===== config.mk =====
export PLATFORM = sky130hd
export DESIGN_NAME = sar_conv_ctrl
export DESIGN_NICKNAME = d
export VERILOG_FILES = /design/src/rtl/sar_pkg.sv /design/src/rtl/sar_phase_seq.sv /design/src/rtl/sar_search_reg.sv /design/src/rtl/sar_result_hold.sv /design/src/rtl/sar_conv_ctrl.sv
export SDC_FILE = /design/constraint.sdc
export NUM_CORES = 1
export LEC_CHECK = 0
export ABC_CLOCK_PERIOD_IN_PS = 2300
export BUFFER_PORTS_ARGS = -buffer_cell sky130_fd_sc_hd__buf_4
export CAP_MARGIN = 25
export CORE_MARGIN = 4
export CORE_UTILIZATION = 57
export CTS_BUF_LIST = sky130_fd_sc_hd__clkbuf_4
export CTS_CLUSTER_SIZE = 24
export DETAILED_ROUTE_END_ITERATION = 10
export PLACE_DENSITY = 0.8
export SLEW_MARGIN = 10
export SYNTH_ARGS = -nofsm -noshare
export SYNTH_HDL_FRONTEND = slang
export SYNTH_SLANG_ARGS = --single-unit

===== constraint.sdc =====
create_clock -name clk -period 2.3 [get_ports clk]
set_input_delay 0.23 -clock clk [delete_from_list [all_inputs] [get_ports clk]]
set_output_delay 0.23 -clock clk [all_outputs]
set_load 0.02 [all_outputs]

===== src/rtl/sar_pkg.sv =====
package sar_pkg;

   typedef enum logic [1:0] {
      PH_IDLE    = 2'd0,
      PH_INIT    = 2'd1,
      PH_FINAL   = 2'd2,
      PH_RESOLVE = 2'd3
   } sar_phase_t;

endpackage


===== src/rtl/sar_phase_seq.sv =====
module sar_phase_seq
   import sar_pkg::*;
#(
   parameter int CODE_W    = 10,
   parameter int SEL_W     = 2,
   parameter int INIT_BASE = 2,
   parameter int FINAL_LEN = 2
) (
   input  logic                       clk,
   input  logic                       rst_n,
   input  logic                       start,
   input  logic                       bypass,
   input  logic [SEL_W-1:0]           init_sel,
   output sar_phase_t                 phase,
   output logic                       launch,
   output logic                       res_active,
   output logic                       res_last,
   output logic [$clog2(CODE_W)-1:0]  bit_idx
);

   localparam int NUM_SEL  = 1 << SEL_W;
   localparam int MAX_INIT = INIT_BASE << (NUM_SEL - 1);
   localparam int MAX_A    = (MAX_INIT > FINAL_LEN) ? MAX_INIT : FINAL_LEN;
   localparam int MAX_LEN  = (MAX_A > CODE_W) ? MAX_A : CODE_W;
   localparam int CNT_W    = $clog2(MAX_LEN + 1);
   localparam int IDX_W    = $clog2(CODE_W);

   logic [CNT_W-1:0] cnt;
   logic [CNT_W-1:0] len_tab [NUM_SEL];

   generate
      for (genvar s = 0; s < NUM_SEL; s++) begin : g_len
         assign len_tab[s] = CNT_W'(INIT_BASE << s);
      end
   endgenerate

   always_ff @(posedge clk or negedge rst_n) begin
      if (!rst_n) begin
         phase <= PH_IDLE;
         cnt   <= '0;
      end else begin
         case (phase)
            PH_IDLE: begin
               if (start) begin
                  if (bypass) begin
                     phase <= PH_FINAL;
                     cnt   <= CNT_W'(FINAL_LEN - 1);
                  end else begin
                     phase <= PH_INIT;
                     cnt   <= len_tab[init_sel] - CNT_W'(1);
                  end
               end
            end
            PH_INIT: begin
               if (cnt == '0) begin
                  phase <= PH_FINAL;
                  cnt   <= CNT_W'(FINAL_LEN - 1);
               end else begin
                  cnt <= cnt - CNT_W'(1);
               end
            end
            PH_FINAL: begin
               if (cnt == '0) begin
                  phase <= PH_RESOLVE;
                  cnt   <= CNT_W'(CODE_W - 1);
               end else begin
                  cnt <= cnt - CNT_W'(1);
               end
            end
            default: begin
               if (cnt == '0) begin
                  phase <= PH_IDLE;
               end else begin
                  cnt <= cnt - CNT_W'(1);
               end
            end
         endcase
      end
   end

   assign launch     = (phase == PH_IDLE) && start;
   assign res_active = (phase == PH_RESOLVE);
   assign res_last   = res_active && (cnt == '0);
   assign bit_idx    = cnt[IDX_W-1:0];

endmodule


===== src/rtl/sar_search_reg.sv =====
module sar_search_reg #(
   parameter int CODE_W = 10
) (
   input  logic                       clk,
   input  logic                       rst_n,
   input  logic                       clear,
   input  logic                       active,
   input  logic [$clog2(CODE_W)-1:0]  bit_idx,
   input  logic                       cmp_hi,
   output logic [CODE_W-1:0]          trial,
   output logic [CODE_W-1:0]          settled
);

   localparam int IDX_W = $clog2(CODE_W);

   logic [CODE_W-1:0] kept;

   generate
      for (genvar i = 0; i < CODE_W; i++) begin : g_bit
         logic on_bit;
         assign on_bit     = active && (bit_idx == IDX_W'(i));
         assign trial[i]   = active && (kept[i] || on_bit);
         assign settled[i] = on_bit ? ~cmp_hi : kept[i];

         always_ff @(posedge clk or negedge rst_n) begin
            if (!rst_n) begin
               kept[i] <= 1'b0;
            end else if (clear) begin
               kept[i] <= 1'b0;
            end else if (on_bit) begin
               kept[i] <= ~cmp_hi;
            end
         end
      end
   endgenerate

endmodule


===== src/rtl/sar_result_hold.sv =====
module sar_result_hold #(
   parameter int CODE_W = 10
) (
   input  logic              clk,
   input  logic              rst_n,
   input  logic              capture,
   input  logic [CODE_W-1:0] settled,
   output logic [CODE_W-1:0] code,
   output logic              done
);

   always_ff @(posedge clk or negedge rst_n) begin
      if (!rst_n) begin
         code <= '0;
         done <= 1'b0;
      end else begin
         done <= capture;
         if (capture) begin
            code <= settled;
         end
      end
   end

endmodule


===== src/rtl/sar_conv_ctrl.sv =====
module sar_conv_ctrl
   import sar_pkg::*;
#(
   parameter int CODE_W    = 10,
   parameter int SEL_W     = 2,
   parameter int INIT_BASE = 2,
   parameter int FINAL_LEN = 2
) (
   input  logic              clk,
   input  logic              rst_n,
   input  logic              start_i,
   input  logic              bypass_i,
   input  logic [SEL_W-1:0]  init_sel_i,
   input  logic              cmp_hi_i,
   output logic [CODE_W-1:0] dac_code_o,
   output logic              busy_o,
   output logic              done_o,
   output logic [CODE_W-1:0] code_o
);

   localparam int IDX_W = $clog2(CODE_W);

   generate
      if (CODE_W < 2) begin : g_bad_width
         $error("sar_conv_ctrl: CODE_W must be at least 2");
      end
      if (FINAL_LEN < 1) begin : g_bad_final
         $error("sar_conv_ctrl: FINAL_LEN must be at least 1");
      end
      if (INIT_BASE < 1 || SEL_W < 1) begin : g_bad_init
         $error("sar_conv_ctrl: INIT_BASE and SEL_W must be at least 1");
      end
   endgenerate

   sar_phase_t        phase;
   logic              launch;
   logic              res_active;
   logic              res_last;
   logic [IDX_W-1:0]  bit_idx;
   logic [CODE_W-1:0] settled;

   sar_phase_seq #(
      .CODE_W    (CODE_W),
      .SEL_W     (SEL_W),
      .INIT_BASE (INIT_BASE),
      .FINAL_LEN (FINAL_LEN)
   ) u_seq (
      .clk        (clk),
      .rst_n      (rst_n),
      .start      (start_i),
      .bypass     (bypass_i),
      .init_sel   (init_sel_i),
      .phase      (phase),
      .launch     (launch),
      .res_active (res_active),
      .res_last   (res_last),
      .bit_idx    (bit_idx)
   );

   sar_search_reg #(
      .CODE_W (CODE_W)
   ) u_search (
      .clk     (clk),
      .rst_n   (rst_n),
      .clear   (launch),
      .active  (res_active),
      .bit_idx (bit_idx),
      .cmp_hi  (cmp_hi_i),
      .trial   (dac_code_o),
      .settled (settled)
   );

   sar_result_hold #(
      .CODE_W (CODE_W)
   ) u_hold (
      .clk     (clk),
      .rst_n   (rst_n),
      .capture (res_last),
      .settled (settled),
      .code    (code_o),
      .done    (done_o)
   );

   assign busy_o = (phase != PH_IDLE);

endmodule


# Yosys cells after proc, flatten, opt, wreduce, memory -nomap -nowiden
# Cells that the tools add are included.
[op_classes]
magnitude_cmp = 1
n_reduce_logical = 39
muxes = 35
bitwise_logic = 2
addsub = 2
n_eq_ne = 16
[ops]
columns = ["cell", "count"]
rows = [
  ["$mux W5", 7],
  ["$logic_and A1 B1 Y1", 22],
  ["$mux W1", 20],
  ["$eq A4 B3 Y1 const B", 4],
  ["$pmux W5 S3", 1],
  ["$bmux W5 S2", 1],
  ["$logic_or A1 B1 Y1", 10],
  ["$mux W2", 5],
  ["$sub A5 B1 Y5 const B", 2],
  ["$eq A4 B2 Y1 const B", 2],
  ["$eq A4 B4 Y1 const B", 2],
  ["$pmux W2 S3", 1],
  ["$logic_not A5 Y1", 1],
  ["$eq A2 B2 Y1 const B", 2],
  ["$eq A4 B1 Y1 const B", 1],
  ["$logic_not A4 Y1", 1],
  ["$ne A2 B1 Y1 const B", 2],
  ["$ne A4 B4 Y1 const B", 1],
  ["$reduce_and A4 Y1", 1],
  ["$reduce_bool A2 Y1", 2],
  ["$ge A3 B3 Y1 const B", 1],
  ["$not A2 Y3", 1],
  ["$eq A2 B1 Y1 const B", 1],
  ["$logic_not A2 Y1", 1],
  ["3 further kinds", 3],
]
[word_totals]
output_inout_bits = 22
inputBits = 7
regBits = 28

# Longest topological paths before layout
# Gate-level depths: netlist (run 1).
[depth]
word_depth = 8
ltp_mapped = 9
mapped_depth_nobuf = 6

# Hierarchy
# From an unflattened synthesis (run 1), not the netlist that was laid out.
[unflattened]
hier_cells = 170
hier_area_um2 = 1745.4
[by_module_without_submodules]
columns = ["module", "n_inst", "cells_each", "area_each_um2"]
rows = [
  ["sar_search_reg", 1, 82, 685.7],
  ["sar_phase_seq", 1, 65, 616.8],
  ["sar_result_hold", 1, 22, 436.7],
  ["sar_conv_ctrl", 1, 1, 6.3],
]

# Least setup slack after synthesis (run 1)
# OpenSTA, ideal clock, no wires.
[synth_path]
path_kind = "reg-to-reg"
start = "reg u_seq.cnt[0]"
end = "reg u_seq.cnt[2]"
n_path_buf = 3
path_stages_with_launch = 9
setup_slack_ns = 0.217
t_required_ns = 2.179
synth_period_minus_slack_ns = 2.083
arrival_time_ns = 1.962
cell_sequence = "dfrtp_1 > inv_1 > ha_1 > buf_2 > or4b_1 > buf_2 > o31a_1 > buf_6 > a22o_1"
[synth_via]
elab_chain_len = 3
elab_cells_between_ends = 8
classes_between = "add/sub (1); eq/ne (1); mux (4); reduce/logical (2)"
[synth_lines]
columns = ["item", "line_no", "rtl"]
rows = [
  ["start: declaration", "sar_phase_seq.sv:28", "logic [CNT_W-1:0] cnt;"],
  ["start signal: assignment", "sar_phase_seq.sv:47", "cnt <= CNT_W'(FINAL_LEN - 1);"],
  ["start signal: assignment", "sar_phase_seq.sv:50", "cnt <= len_tab[init_sel] - CNT_W'(1);"],
  ["start signal: assignment", "sar_phase_seq.sv:57", "cnt <= CNT_W'(FINAL_LEN - 1);"],
  ["$sub A5 B1 Y5 / $logic_not A5 Y1 (equally long branches)", "--", ""],
  ["$mux W5, or another cell as far along", "sar_phase_seq.sv:71", "if (cnt == '0) begin"],
  ["$pmux W5 S3 / $reduce_and A2 Y1 (equally long branches)", "--", ""],
]
# Several ways; a longest one is shown, not always the timed one. The select of a mux whose other input is x is not followed.
# A chain may end at the register's enable or synchronous reset.

# Worst setup path after layout (run 1)
[layout_path]
start = "reg u_seq.cnt[0]"
end = "reg u_seq.cnt[3]"
# Same word-level chain as after synthesis.

==> flow_metrics.py, run 1 <==
metrics = {
    "clock_network": {
        "insertion_delay_ps": 340,
        "clkSinkCount": 28,
        "clk_pin_slew_ps": 150,
        "clockBufferDepth": 2,
        "post_cts_buffers": 0,
        "htreeDepth": 1,
        "cts_root_buffer": "clkbuf_4",
        "cts_tree": "yes",
        "cts_made_buffers": 3,
    },
    "outcome": {
        "status": "completed",
    },
    "place": {
        "io_buffers": 28,
        "dp_cells": 219,
        "dp_hpwl_um": 2468,
        "gp_congestion": 0.7933,
    },
    "hold_path": {
        "holdPathStages": 2,
        "hold_path.class": "in2reg",
    },
    "final_layout": {
        "multi_input_area_um2": 799.5,
        "final.fill_count": 204,
        "seq_area_um2": 700.7,
        "drive_above_1_share_pct": 21.13,
        "area_growth_pct": 17.34,
        "fin_util_pct": 72.56,
        "finalNetCount": 211,
        "antennaDiodeCount": 0,
        "finalNonFillerCells": 224,
    },
    "floorplanning": {
        "dieHeight_um": 60.78,
        "ioPinCount": 29,
        "placeableCoreArea_um2": 2567,
        "dieArea_um2": 3694,
        "start_util_pct": 61.84,
        "fp.dieW_um": 60.78,
        "rows": 18,
    },
    "setup_path": {
        "slowest_delay_ps": 580,
        "r2r_slack_ps": 150,
        "slowest_stage": "or4b_1",
        "reg2reg_from": "u_seq.cnt[0]",
        "crit_path_start": "u_seq.cnt[0]",
        "endpoint_kind": "flip-flop",
        "worstSetupPathType": "reg2reg",
        "arrival_ps": 2380,
        "start_kind": "flip-flop",
        "r2r_end": "u_seq.cnt[3]",
        "crit_end": "u_seq.cnt[3]",
        "crit_required_ps": 2530,
        "r2r_cells": 6,
        "crit_chain": "inv_1 -> ha_1 -> or4b_1 -> o31a_2 -> nand4_1 -> o221ai_2",
        "worstPathMaxFanout": 10,
    },
    "sta": {
        "worst_clock_skew_ps": 3.971,
        "period_share_pct": 93.36,
        "setup_viol": 0,
        "setup-tns-final_ps": 0,
        "whs_ps": 80.89,
        "finalMaxSlewViolations": 0,
        "rsz0062_at_grt": "false",
        "tightest_slew_ps": 622.7,
        "relSlewSlack_pct": 58.33,
        "hold_viol": 0,
        "timing.final.crit_period_ps": 2147,
        "timing.fmax_mhz": 465.7,
    },
    "logic_synthesis": {
        "ys_warn_count": 0,
        "ys.flop_type": "dfrtp_1",
        "synth_largest_area_cell": "dfrtp_1",
        "ys_ff_latch": 28,
        "seq_area_frac_synth_pct": 44.13,
        "synthCells": 169,
        "synth-edff-count": 0,
        "synth.distinct_cells": 37,
        "syn_area_um2": 1588,
        "async_reset_ff_share_pct": 100.0,
        "synth_area_leaders": "dfrtp_1 (44%), ha_1 (7.1%), mux2i_1 (6.3%), nor2b_1 (4.7%), o21ai_0 (4.7%)",
        "netlist.area_leader.share_pct": 44.13,
        "syn-num-nets": 185,
        "avgSynthCellArea_um2": 9.395,
    },
    "detailed_routing": {
        "drt-initial-drc-count": 53,
        "ant_nets": 0,
        "vias_per_cell": 5.777,
        "dr.pass1.iters": 4,
        "vias": 1294,
        "routed_wl_um": 3378,
        "drc": 0,
        "routedWlPerCell_um": 15.08,
    },
    "global_route": {
        "grt_pass1_wl_um": 5658,
        "grt_pass1_vias": 1285,
        "antenna_found_initial": 0,
        "track_usage_pct": 20.64,
        "grt_max_degree": 29,
        "overflow": 0,
    },
    "power_and_ir_drop": {
        "p_per_area_nw_per_um2": 1326,
        "max-vdd-ir-drop_uv": 1131,
        "p_leak_nw": 0.9292,
        "finalPower_mw": 2.471,
    },
    "run": {
        "maxCapViolations": 0,
    },
}
[cells in the final DEF, fill, tap and decap left out, types with 2 or more instances in the layout]
master | synthesis | layout
and2_1 | 2 | 2
nor3_1 | 2 | 2
inv_1 | 7 | 7
nand2_1 | 14 | 14
mux2i_1 | 10 | 10
nand3_1 | 8 | 8
buf_4 | 0 | 31
dfrtp_1 | 28 | 28
nand2b_1 | 2 | 2
o31ai_1 | 2 | 2
nor2_1 | 12 | 12
nand4_1 | 2 | 2
a21oi_1 | 14 | 14
clkbuf_4 | 0 | 3
nor2b_1 | 12 | 12
ha_1 | 9 | 9
o21ai_0 | 15 | 15
o2bb2ai_1 | 2 | 2
[per-stage QoR]
| stage | area [µm²] | setup WS, ps |
|---|---|---|
| finish | 1863 | 152.7 |
| global route | 1863 | 25.17 |
| CTS | 1862 | 106.5 |
| detailed placement | 1799 | 139.5 |
| global placement | 1799 | 249.8 |
| floorplan | 1588 | 217.1 |
[Yosys cell counts, drive strengths merged, types with 5 or more instances]
cell type  instances
dfrtp             28
o21ai             16
a21oi             14
nand2             14
nor2              12
nor2b             12
mux2i             10
ha                 9
nand3              8
inv                7
buf                6
clkbuf             5
[per-layer routing]
layer	GRT usage, %	share of wire (%)
met1	26.17	43
met2	35.27	51
met3	2.766	5.0
met4	8.669	1.4
met5	0	0
[worst min path at each step]
stage,startpoint,end
after floorplan,rst_n,u_hold.code[0]
after global placement,rst_n,u_seq.cnt[3]
after detailed placement,rst_n,u_seq.cnt[3]
after CTS,cmp_hi_i,u_hold.code[0]
after global routing,cmp_hi_i,u_hold.code[0]
final,cmp_hi_i,u_hold.code[0]
[sequential cells by signal, indices dropped and copies added (netlist names)]
signal         flops
u_hold.done        1
u_hold.code       10
u_seq.cnt          5
u_search.kept     10
u_seq.phase        2
[critical path: cells and delay by family, from the launching register on]
| kind | cells | cell delay (ps) |
|---|---|---|
| AND/OR/NAND/NOR | 2 | 720 |
| AO/OA/AOI/OAI | 2 | 530 |
| flip-flops | 1 | 450 |
| adder cells (fa/ha/maj) | 1 | 180 |
| buffers and inverters | 1 | 160 |
[power by group]
| group | leakage [nW] | internal [mW] | switching (mW) |
|---|---|---|---|
| Combinational | 0.543 | 0.549 | 0.795 |
| Sequential | 0.359 | 0.665 | 0.134 |
| Clock | 0.0279 | 0.177 | 0.152 |
[kinds of logic after synthesis]
family | share of synthesized area (%)
AO/OA/AOI/OAI | 16.47
XOR/XNOR | 0.5517
adder cells (fa/ha/maj) | 7.092
buffers and inverters | 5.595
flip-flops | 44.13
multiplexers | 6.304
AND/OR/NAND/NOR | 19.86
[final cells by class]
cell class              instances  share of cell area [%]
clock inverters                 1                   1.612
multi-input cells             122                   42.91
clock buffers                   3                   1.209
repair buffers                 32                   13.03
flip-flops and latches         28                   37.61
inverters                       8                   1.612
well taps                      30                   2.015
[repair_timing]
action	4_1_cts	5_1_grt
gates resized for setup	0	1
hold buffers	1	0
endpoints found under the hold margin	28	0
setup endpoints to repair	0	1
No activity file was read; power rests on OpenSTA's default activity.
==> run 2: changes to the inputs <==
CORE_UTILIZATION = 55   (was 57)
CTS_BUF_LIST = sky130_fd_sc_hd__clkbuf_8 sky130_fd_sc_hd__clkbuf_16   (was sky130_fd_sc_hd__clkbuf_4)
PLACE_DENSITY = 0.78   (was 0.8)
==> run 2 against run 1 <==
  * Flip-flop and latch count is the same
  * Worst setup slack lost 3.9 ps
  * Hold slack gained 78 ps
  * Global-route usage grew 0.43 points
  * Clock power grew 19%
  * Cell count grew 0.89%
  * Power grew 3.0%
  * Count of clock-buffer cells in the layout is the same
  * Routed wire length grew 4.4%
  * Critical path depth is the same
  * Utilization shrank 4.0 points
  * Clock skew grew 0.62 ps
==> flow_metrics.py, run 2 (synthesis gave the netlist of run 1 again) <==
metrics = {
    "outcome": {
        "status": "completed",
    },
    "sta": {
        "relSlewSlack_pct": 54.46,
        "timing.final.crit_period_ps": 2151,
        "timing.fmax_mhz": 464.9,
        "worst_slack_ps": 148.8,
        "finalMaxSlewViolations": 0,
        "rsz0062_at_grt": "false",
        "tightest_slew_ps": 680.6,
        "period_share_pct": 93.53,
        "setup_viol": 0,
        "hold_viol": 0,
        "worst_clock_skew_ps": 4.591,
        "whs_ps": 158.9,
        "setup-tns-final_ps": 0,
    },
    "detailed_routing": {
        "routedWlPerCell_um": 15.60,
        "vias": 1267,
        "drc": 0,
        "routed_wl_um": 3525,
        "dr.pass1.iters": 4,
        "ant_nets": 0,
        "drt-initial-drc-count": 60,
        "vias_per_cell": 5.606,
    },
    "final_layout": {
        "area_growth_pct": 19.07,
        "finalNetCount": 212,
        "fin_util_pct": 68.56,
        "antennaDiodeCount": 0,
        "largestRegisters": "u_hold.code x10, u_search.kept x10, u_seq.cnt x5",
        "drive_above_1_share_pct": 21.54,
        "final.fill_count": 235,
        "final_cell_area_um2": 1891,
        "final_common_cell": "buf_4",
        "most-common-layout-cells": "buf_4 (32), dfrtp_1 (28), o21ai_0 (15), a21oi_1 (14), nand2_1 (14)",
    },
    "hold_path": {
        "worst_hold_startpoint": "cmp_hi_i",
        "holdPathStages": 2,
        "hold-path-endpoint": "u_hold.code[0]",
        "hold_path.class": "in2reg",
    },
    "floorplanning": {
        "ioPinCount": 29,
        "start_util_pct": 57.58,
        "fp.dieW_um": 61.73,
        "dieArea_um2": 3811,
        "placeableCoreArea_um2": 2758,
        "rows": 19,
        "dieHeight_um": 61.73,
    },
    "clock_network": {
        "clockBufferDepth": 2,
        "clkSinkCount": 28,
        "insertion_delay_ps": 280,
        "clk_pin_slew_ps": 100,
        "cts_root_buffer": "clkbuf_8",
        "cts_tree": "yes",
        "post_cts_buffers": 0,
        "cts_made_buffers": 3,
        "htreeDepth": 1,
    },
    "setup_path": {
        "r2r_cells": 6,
        "worstPathMaxFanout": 10,
        "endpoint_kind": "flip-flop",
        "arrival_ps": 2310,
        "crit_required_ps": 2460,
        "worstSetupPathType": "reg2reg",
        "r2r_slack_ps": 150,
        "start_kind": "flip-flop",
        "r2r_end": "u_seq.cnt[3]",
        "reg2reg_from": "u_seq.cnt[0]",
        "crit_path_start": "u_seq.cnt[0]",
    },
    "power_and_ir_drop": {
        "max-vdd-ir-drop_uv": 1024,
        "p_per_area_nw_per_um2": 1347,
        "p_leak_nw": 0.9422,
    },
    "place": {
        "io_buffers": 28,
        "dp_hpwl_um": 2613,
        "place_area_um2": 1808,
        "gp_congestion": 0.8379,
        "dp_worst_setup_slack_ps": 145.2,
    },
    "global_route": {
        "grt_pass1_wl_um": 5954,
        "overflow": 0,
        "grt_max_degree": 29,
        "antenna_found_initial": 0,
        "track_usage_pct": 21.06,
        "grt_pass1_vias": 1308,
    },
    "run": {
        "maxCapViolations": 0,
    },
}
run 2: area by class of cell:
cell class	instances	area, µm²	area share (%)
Multi-Input combinational cell	122	799.5	42.29
Sequential cell	28	700.7	37.06
Timing Repair Buffer	33	250.2	13.24
Clock buffer	3	41.29	2.184
Tap cell	31	38.79	2.052
Clock inverter	1	30.03	1.588
Inverter	8	30.03	1.588
run 2: through the flow:
step | std cells | total power [mW]
floorplan | 169 | 1.768
global placement | 221 | 2.094
detailed placement | 221 | 2.167
CTS | 226 | 2.562
global route | 226 | 2.761
finish | 226 | 2.546
run 2: what timing repair did:
item	4_1_cts	5_1_grt
hold buffers	1	0
endpoints found under the setup margin	0	3
resized for setup	0	1
hold endpoints to repair	28	0
run 2: power breakdown:
group | leakage, nW | switching [mW] | total (mW) | internal, mW
logic | 0.548 | 0.796 | 1.35 | 0.557
clock network | 0.0357 | 0.157 | 0.390 | 0.233
registers | 0.359 | 0.137 | 0.803 | 0.666
run 2: critical path: stages (launching register included):
cell and delay [ps]:
dfrtp_1 430, inv_1 170, ha_1 200, or4b_1 580, o31a_2 440, o311ai_2 110
o221ai_2 120
run 2: how the worst max path moves through the flow:
stage | end | slack [ps]
finish | u_seq.cnt[3] | 150
CTS | u_seq.cnt[3] | 120
floorplan | u_seq.cnt[2] | 220
detailed placement | u_seq.cnt[3] | 150
global route | u_seq.cnt[3] | 4
global placement | u_seq.cnt[3] | 250
run 2: metal layers:
layer / vias to the layer above / global-route usage, % / share of wire [%] / routed length, µm
met5: - / 0 / 0 / 0
met4: 0 / 7.273 / 1.2 / 44
met3: 6 / 3.719 / 3.4 / 120
met2: 25 / 36.77 / 52 / 1847
met1: 604 / 26.18 / 43 / 1512
li1: 632 / - / - / -
